File: src/rtl/poll_sched_pkg.sv
package poll_sched_pkg;

  // Next value of a counter that runs 0..lim-1; a limit of 0 behaves as 1.
  function automatic int unsigned wrap_inc(input int unsigned v, input int unsigned lim);
    return (v + 1 >= lim) ? 0 : v + 1;
  endfunction

endpackage

File: src/rtl/poll_seq.sv
module poll_seq
  import poll_sched_pkg::*;
#(
  parameter int NPORT  = 8,
  parameter int WDEPTH = 8
) (
  input  logic                       clk,
  input  logic                       rst_n,
  input  logic                       wt_mode,
  input  logic                       wt_we,
  input  logic [$clog2(WDEPTH)-1:0]  wt_addr,
  input  logic [$clog2(NPORT)-1:0]   wt_data,
  input  logic [$clog2(WDEPTH):0]    tbl_len,
  output logic [$clog2(NPORT)-1:0]   poll_addr
);
  localparam int PW  = $clog2(NPORT);
  localparam int WAW = $clog2(WDEPTH);

  logic [PW-1:0]  seq_tbl [WDEPTH];
  logic [PW-1:0]  rr_q;
  logic [WAW-1:0] idx_q;
  logic           tbl_wr_ok;

  assign tbl_wr_ok = wt_we && !wt_mode;

  always_ff @(posedge clk) begin
    if (!rst_n) begin
      rr_q  <= '0;
      idx_q <= '0;
      for (int e = 0; e < WDEPTH; e++) seq_tbl[e] <= '0;
    end else begin
      if (tbl_wr_ok) seq_tbl[wt_addr] <= wt_data;
      rr_q  <= wt_mode  ? '0 : PW'(wrap_inc(32'(rr_q), NPORT));
      idx_q <= !wt_mode ? '0 : WAW'(wrap_inc(32'(idx_q), 32'(tbl_len)));
    end
  end

  assign poll_addr = wt_mode ? seq_tbl[idx_q] : rr_q;

  // A write attempted in table mode must not disturb the entry.
  AST_TBL_FROZEN: assert property (@(posedge clk) disable iff (!rst_n)
    (wt_we && wt_mode) |=> seq_tbl[$past(wt_addr)] == $past(seq_tbl[wt_addr]));

endmodule

File: src/rtl/rdy_track.sv
module rdy_track #(
  parameter int NPORT   = 8,
  parameter int SMP_LAT = 3
) (
  input  logic                      clk,
  input  logic                      rst_n,
  input  logic [$clog2(NPORT)-1:0]  poll_addr,
  input  logic                      sts_in,
  input  logic                      clr_vld,
  input  logic [$clog2(NPORT)-1:0]  clr_port,
  output logic [NPORT-1:0]          rdy_q,
  output logic                      smp_hit,
  output logic [$clog2(NPORT)-1:0]  smp_port
);
  localparam int PW = $clog2(NPORT);

  logic [PW-1:0]      pa_q [SMP_LAT];
  logic [SMP_LAT-1:0] pv_q;

  // Delay line that aligns each polled address with its returning status bit.
  always_ff @(posedge clk) begin
    if (!rst_n) begin
      pv_q <= '0;
      for (int s = 0; s < SMP_LAT; s++) pa_q[s] <= '0;
    end else begin
      pv_q[0] <= 1'b1;
      pa_q[0] <= poll_addr;
      for (int s = 1; s < SMP_LAT; s++) begin
        pv_q[s] <= pv_q[s-1];
        pa_q[s] <= pa_q[s-1];
      end
    end
  end

  assign smp_hit  = pv_q[SMP_LAT-1];
  assign smp_port = pa_q[SMP_LAT-1];

  // Ready flags: a grant spends the flag; a sample in the same cycle wins.
  always_ff @(posedge clk) begin
    if (!rst_n) begin
      rdy_q <= '0;
    end else begin
      for (int p = 0; p < NPORT; p++) begin
        if (smp_hit && smp_port == PW'(p))      rdy_q[p] <= sts_in;
        else if (clr_vld && clr_port == PW'(p)) rdy_q[p] <= 1'b0;
      end
    end
  end

  AST_SAMPLE_LOADS: assert property (@(posedge clk) disable iff (!rst_n)
    smp_hit |=> rdy_q[$past(smp_port)] == $past(sts_in));

  AST_GRANT_SPENDS: assert property (@(posedge clk) disable iff (!rst_n)
    (clr_vld && !(smp_hit && smp_port == clr_port)) |=> !rdy_q[$past(clr_port)]);

endmodule

File: src/rtl/grant_arb.sv
module grant_arb #(
  parameter int NPORT     = 8,
  parameter int BURST_LEN = 4
) (
  input  logic                      clk,
  input  logic                      rst_n,
  input  logic [NPORT-1:0]          rdy,
  input  logic [NPORT-1:0]          avail,
  output logic                      gnt_valid,
  output logic [$clog2(NPORT)-1:0]  gnt_port
);
  localparam int PW = $clog2(NPORT);
  localparam int CW = $clog2(BURST_LEN + 1);

  logic [CW-1:0]    cnt_q;
  logic [PW-1:0]    ptr_q;
  logic [NPORT-1:0] elig;

  // Scan offsets from far to near so the nearest eligible port after 'last' wins.
  function automatic logic [PW-1:0] rot_pick(input logic [NPORT-1:0] e,
                                             input logic [PW-1:0]    last);
    logic [PW-1:0] r;
    int            k;
    r = last;
    for (int off = NPORT; off >= 1; off--) begin
      k = (int'(last) + off) % NPORT;
      if (e[k]) r = PW'(k);
    end
    return r;
  endfunction

  assign elig      = rdy & avail;
  assign gnt_valid = (cnt_q == '0) && (|elig);
  assign gnt_port  = rot_pick(elig, ptr_q);

  always_ff @(posedge clk) begin
    if (!rst_n) begin
      cnt_q <= '0;
      ptr_q <= PW'(NPORT - 1);
    end else if (gnt_valid) begin
      cnt_q <= CW'(BURST_LEN - 1);
      ptr_q <= gnt_port;
    end else if (cnt_q != '0) begin
      cnt_q <= cnt_q - 1'b1;
    end
  end

  AST_GNT_ELIGIBLE: assert property (@(posedge clk) disable iff (!rst_n)
    gnt_valid |-> (rdy[gnt_port] && avail[gnt_port]));

  generate
    if (BURST_LEN > 1) begin : g_gap
      AST_GNT_STROBE: assert property (@(posedge clk) disable iff (!rst_n)
        gnt_valid |=> !gnt_valid);
    end
  endgenerate

endmodule

File: src/rtl/poll_sched.sv
module poll_sched #(
  parameter int NPORT     = 8,
  parameter int WDEPTH    = 8,
  parameter int SMP_LAT   = 3,
  parameter int BURST_LEN = 4
) (
  input  logic                       clk,
  input  logic                       rst_n,
  input  logic                       wt_mode,
  input  logic                       wt_we,
  input  logic [$clog2(WDEPTH)-1:0]  wt_addr,
  input  logic [$clog2(NPORT)-1:0]   wt_data,
  input  logic [$clog2(WDEPTH):0]    tbl_len,
  output logic [$clog2(NPORT)-1:0]   poll_addr,
  input  logic                       sts_in,
  input  logic [NPORT-1:0]           data_avail,
  output logic                       gnt_valid,
  output logic [$clog2(NPORT)-1:0]   gnt_port
);
  localparam int PW = $clog2(NPORT);

  logic [NPORT-1:0] rdy_vec;
  logic             smp_hit;
  logic [PW-1:0]    smp_port;

  poll_seq #(.NPORT(NPORT), .WDEPTH(WDEPTH)) u_seq (
    .clk(clk), .rst_n(rst_n), .wt_mode(wt_mode), .wt_we(wt_we),
    .wt_addr(wt_addr), .wt_data(wt_data), .tbl_len(tbl_len),
    .poll_addr(poll_addr)
  );

  rdy_track #(.NPORT(NPORT), .SMP_LAT(SMP_LAT)) u_rdy (
    .clk(clk), .rst_n(rst_n), .poll_addr(poll_addr), .sts_in(sts_in),
    .clr_vld(gnt_valid), .clr_port(gnt_port), .rdy_q(rdy_vec),
    .smp_hit(smp_hit), .smp_port(smp_port)
  );

  grant_arb #(.NPORT(NPORT), .BURST_LEN(BURST_LEN)) u_arb (
    .clk(clk), .rst_n(rst_n), .rdy(rdy_vec), .avail(data_avail),
    .gnt_valid(gnt_valid), .gnt_port(gnt_port)
  );

  AST_RESET_QUIET: assert property (@(posedge clk)
    !rst_n |=> (!gnt_valid || rst_n));

endmodule

File: config.mk
export PLATFORM = sky130hd
export DESIGN_NAME = poll_sched
export DESIGN_NICKNAME = d
export VERILOG_FILES = /design/src/rtl/poll_sched_pkg.sv /design/src/rtl/poll_seq.sv /design/src/rtl/rdy_track.sv /design/src/rtl/grant_arb.sv /design/src/rtl/poll_sched.sv
export SDC_FILE = /design/constraint.sdc
export NUM_CORES = 1
export LEC_CHECK = 0
export BUFFER_PORTS_ARGS = -buffer_cell sky130_fd_sc_hd__buf_4
export CAP_MARGIN = 20
export CORE_MARGIN = 5
export CORE_UTILIZATION = 30
export DETAILED_ROUTE_END_ITERATION = 10
export PLACE_DENSITY = 0.53
export SYNTH_ARGS = -nofsm -noshare
export SYNTH_HDL_FRONTEND = slang
export SYNTH_SLANG_ARGS = --single-unit
File: constraint.sdc
create_clock -name clk -period 6.6 [get_ports clk]
set_input_delay 1.32 -clock clk [delete_from_list [all_inputs] [get_ports clk]]
set_output_delay 1.32 -clock clk [all_outputs]
set_load 0.05 [all_outputs]
==> tab_implementation.tex <==
\begin{tabular}{lr}
\hline
Metric & Value \\
\hline
\multicolumn{2}{l}{\textbf{STA}} \\
\quad Final slew viol count & 0 \\
\quad Fraction of the cycle the final worst path needs & 0.806 \\
\quad Accumulated negative setup slack & 0 ns \\
\quad Number of hold-slack violations in the final timing report & 0 \\
\quad Final clock skew & 0.00944 ns \\
\quad Final setup violating endpoints & 0 \\
\quad Slew at the pin with the worst max-slew slack & 1.07 ns \\
\quad Fmax & 188 MHz \\
\quad Unrepaired setup endpoints after global routing & no \\
\quad Worst slew slack as a fraction of its limit & 0.287 \\
\quad Final critical path time including I/O delays and setup & 5.32 ns \\
\multicolumn{2}{l}{\textbf{Power and ir drop}} \\
\quad Worst supply voltage drop on vdd & 0.000128 V \\
\quad Power Dens Cells & 294 nW/um\^{}2 \\
\quad Cell leakage power & 1.52 nW \\
\multicolumn{2}{l}{\textbf{Critical path}} \\
\quad Critical Path Source Type & register \\
\quad Slowest cell on the critical path & or4\_1 \\
\quad Peak per-stage delay on the critical path & 0.65 ns \\
\quad Crit-path max FO & 13 \\
\quad Setup slack of the most critical reg-to-reg path & 2.52 ns \\
\quad Cell repeated most along the worst path & or4\_1 \\
\quad Count of cell instances traversed by the critical path & 10 \\
\quad Endpoint arrival time on the critical path & 4.00 ns \\
\quad Worst Path Required & 5.28 ns \\
\quad End of the critical path & gnt\_port[0] \\
\quad Dominant delay contributor by cell family on the critical path & simple AND/OR/NAND/NOR gates \\
\quad Capturing element type of the critical path & output pin \\
\quad Critical path launch point & u\_arb.ptr\_q[1] \\
\quad Critical path class & register to output pin \\
\quad Worst Reg2Reg Path Length in Cells & 11 \\
\quad Worst reg2reg startpoint & u\_arb.ptr\_q[1] \\
\quad Buffers \& Inverters on Critical Path & 4 \\
\quad Cell chain of the critical path & inv\_2 -> ha\_1 -> inv\_1 -> or4\_1 -> and4\_4 -> or4\_1 -> o221a\_2 -> nand3\_4 -> inv\_4 -> buf\_4 \\
\quad R2r endpoint & u\_rdy.rdy\_q[4] \\
\multicolumn{2}{l}{\textbf{Clock network}} \\
\quad Maximum level of the CTS H-tree & 2 \\
\quad Number of buffers on the longest clock path & 2 \\
\quad Hold buffer count at cts & 0 \\
\quad PostCTS Resize Cnt & 0 \\
\quad Clock root buffer master & clkbuf\_16 \\
\quad TritonCTS buffer count & 5 \\
\quad Post-CTS setup-driven buffer insertion count & 0 \\
\quad Clock latency on the worst-skew pair & 0.29 ns \\
\quad Number of clock sinks seen by CTS & 56 \\
\quad Clock-pin slew on the worst setup and hold paths & 0.07 ns \\
\quad TritonCTS clock tree & built \\
\multicolumn{2}{l}{\textbf{Drt}} \\
\quad Residual DRC count & 0 \\
\quad Wire length reported by the detailed router & 8.72 mm \\
\quad Average via count per standard cell & 5.39 \\
\quad Router iterations before antenna repair & 5 \\
\quad Post-detailed-route count of antenna-violating nets & 0 \\
\quad Vias & 2899 \\
\quad Initial drt markers & 198 \\
\quad Average routed wire per standard cell & 16.2 um \\
\multicolumn{2}{l}{\textbf{Placement}} \\
\quad Port bufs & 29 \\
\quad Total half-perimeter wirelength after legalization and detailed placement & 6.76 mm \\
\quad Final estimated routing congestion in global placement & 0.892 \\
\quad Cell area reported after detailed placement & 3860 um\^{}2 \\
\multicolumn{2}{l}{\textbf{Logic synthesis}} \\
\quad Sequential-to-total area share from yosys stat & 0.385 \\
\quad Share of flip-flops with an asynchronous set or reset & 0 \\
\quad Synth area leader & edfxtp\_1 \\
\quad Average footprint of a synthesized cell & 9.47 um\^{}2 \\
\quad Most frequently used flop master after synthesis & dfxtp\_1 \\
\quad Number of warnings printed during yosys synthesis & 0 \\
\quad Fraction of post-synthesis cell area in the top cell type by area & 0.204 \\
\quad Netlist area before placement & 3530 um\^{}2 \\
\quad Synthesized instance count & 373 \\
\quad Top area cells in the synthesized netlist & edfxtp\_1, dfxtp\_1, mux4\_2 \\
\quad Netlist cell types & 58 \\
\quad Nets in the synthesized netlist & 406 \\
\quad Flop and latch count out of synthesis & 56 \\
\quad Number of synthesized flops with an enable pin & 24 \\
\multicolumn{2}{l}{\textbf{GRT}} \\
\quad Wire length of the first global-routing pass & 14.2 mm \\
\quad Initial antenna violation count & 0 \\
\quad Vias in the first global route & 2822 \\
\quad Global-route usage over all layers & 0.123 \\
\quad Overflow left after global routing & 0 \\
\quad Maximum number of pins on one net before global-route repair & 40 \\
\multicolumn{2}{l}{\textbf{Outcome}} \\
\quad Outcome & completed \\
\multicolumn{2}{l}{\textbf{Finish}} \\
\quad Ant. Diodes & 0 \\
\quad Summed area of non-filler cells in the final layout & 4040 um\^{}2 \\
\quad Commonest non-fill, non-tap cell in the layout & and2\_1 \\
\quad Most frequent cells in the layout & and2\_1, dfxtp\_1, nand2\_1, buf\_4, nor2\_1 \\
\quad Number of nets at the end of the flow & 427 \\
\quad Layout cell share with drive strength beyond 1 & 0.159 \\
\quad Layout overhead on the synthesized area & 14.2\% \\
\quad Post-route core utilization & 0.352 \\
\multicolumn{2}{l}{\textbf{Floorplan}} \\
\quad Die area & 14000 um\^{}2 \\
\quad Initial standard-cell utilization of the core & 0.308 \\
\quad Die height & 119 um \\
\quad Chip Width & 119 um \\
\quad I/O pin total & 30 \\
\quad Placement row count & 39 \\
\quad Core region area & 11500 um\^{}2 \\
\multicolumn{2}{l}{\textbf{Min path}} \\
\quad Type of the worst min-delay path & register to register \\
\multicolumn{2}{l}{\textbf{Flow run}} \\
\quad Max-Cap Viols & 0 \\
\hline
\end{tabular}
Yosys cell counts (9+ instances only):
cell	count
and2_1	35
dfxtp_1	32
nand2_1	30
nor2_1	25
edfxtp_1	24
o21ai_0	19
inv_1	16
nand3_1	16
mux4_2	13
a21oi_1	12
o211ai_1	12
clkbuf_1	10
ha_1	10
mux2i_1	9
how the worst min path moves through the flow:
stage,from,end,slack [ns],cells after the start
after floorplan,u_rdy.pa_q[0][0],u_rdy.pa_q[0][3],0.41,1
after global placement,u_rdy.pa_q[0][0],u_rdy.pa_q[0][3],0.41,1
after detailed placement,u_rdy.pa_q[0][3],u_rdy.pa_q[0][6],0.42,1
after CTS,u_rdy.pa_q[0][3],u_rdy.pa_q[0][6],0.44,1
after global routing,u_rdy.pv_q[0],u_rdy.pv_q[1],0.45,1
final,u_rdy.pa_q[0][3],u_rdy.pa_q[0][6],0.43,1
state kept, by name (all words and copies together), names as in the netlist:
| signal | count |
|---|---|
| u_arb.cnt_q | 3 |
| u_arb.ptr_q | 3 |
| u_rdy.pa_q | 9 |
| u_rdy.pv_q | 3 |
| u_rdy.rdy_q | 8 |
| u_seq.idx_q | 3 |
| u_seq.rr_q | 3 |
| u_seq.seq_tbl | 24 |
logic make-up (layout without fill, tap and decap cells):
group,Yosys count,count (layout),synth area share
and+or+nand+nor,157,157,0.246
AOI/OAI and AO/OA,86,86,0.166
DFF,56,56,0.385
buffers and inverters,36,58,0.0425
muxes,23,23,0.112
adders and majority gates,10,10,0.0354
xor gates and xnor gates,5,5,0.0124
layer usage:
metal | share of wire | track usage | wire length [um]
met1 | 0.45 | 0.159 | 3920
met2 | 0.48 | 0.207 | 4180
met3 | 0.044 | 0.0181 | 385
met4 | 0.027 | 0.0468 | 238
met5 | 0 | 0 | 0
where the power goes:
group          switching, W  total (W)  internal, W
clock network      0.000126   0.000307     0.000181
logic              0.000298   0.000462     0.000165
registers         0.0000248   0.000416     0.000391
layout make-up:
| type | count | area, um^2 |
|---|---|---|
| clock buffer | 5 | 125 |
| clock inverter | 3 | 46.3 |
| fill | 1174 | 7430 |
| inverter | 20 | 77.6 |
| multi-input combinational | 281 | 2020 |
| sequential | 56 | 1360 |
| tap | 143 | 179 |
| timing repair buffer | 30 | 225 |
worst reg2reg max path, stage by stage, from the launching register on:
cell and delay (ns):
dfxtp_1 0.59, inv_2 0.19, ha_1 0.63, inv_1 0.25, or4_1 0.65, and4_4 0.25
or4_1 0.47, o221a_2 0.28, nand3_4 0.13, inv_4 0.07, a2111oi_4 0.36, o21ai_1 0.09
per-stage QoR:
step                std cells  hold slack, ns  total power, W  worst slack, ns
floorplan                 373           0.412        0.000765             1.91
global placement          530           0.413        0.000887             1.60
detailed placement        530           0.419        0.000886             1.69
CTS                       538           0.437         0.00119             1.35
global route              538           0.446         0.00125             1.15
finish                    538           0.433         0.00118             1.28
(Power assumes the default switching activity.)
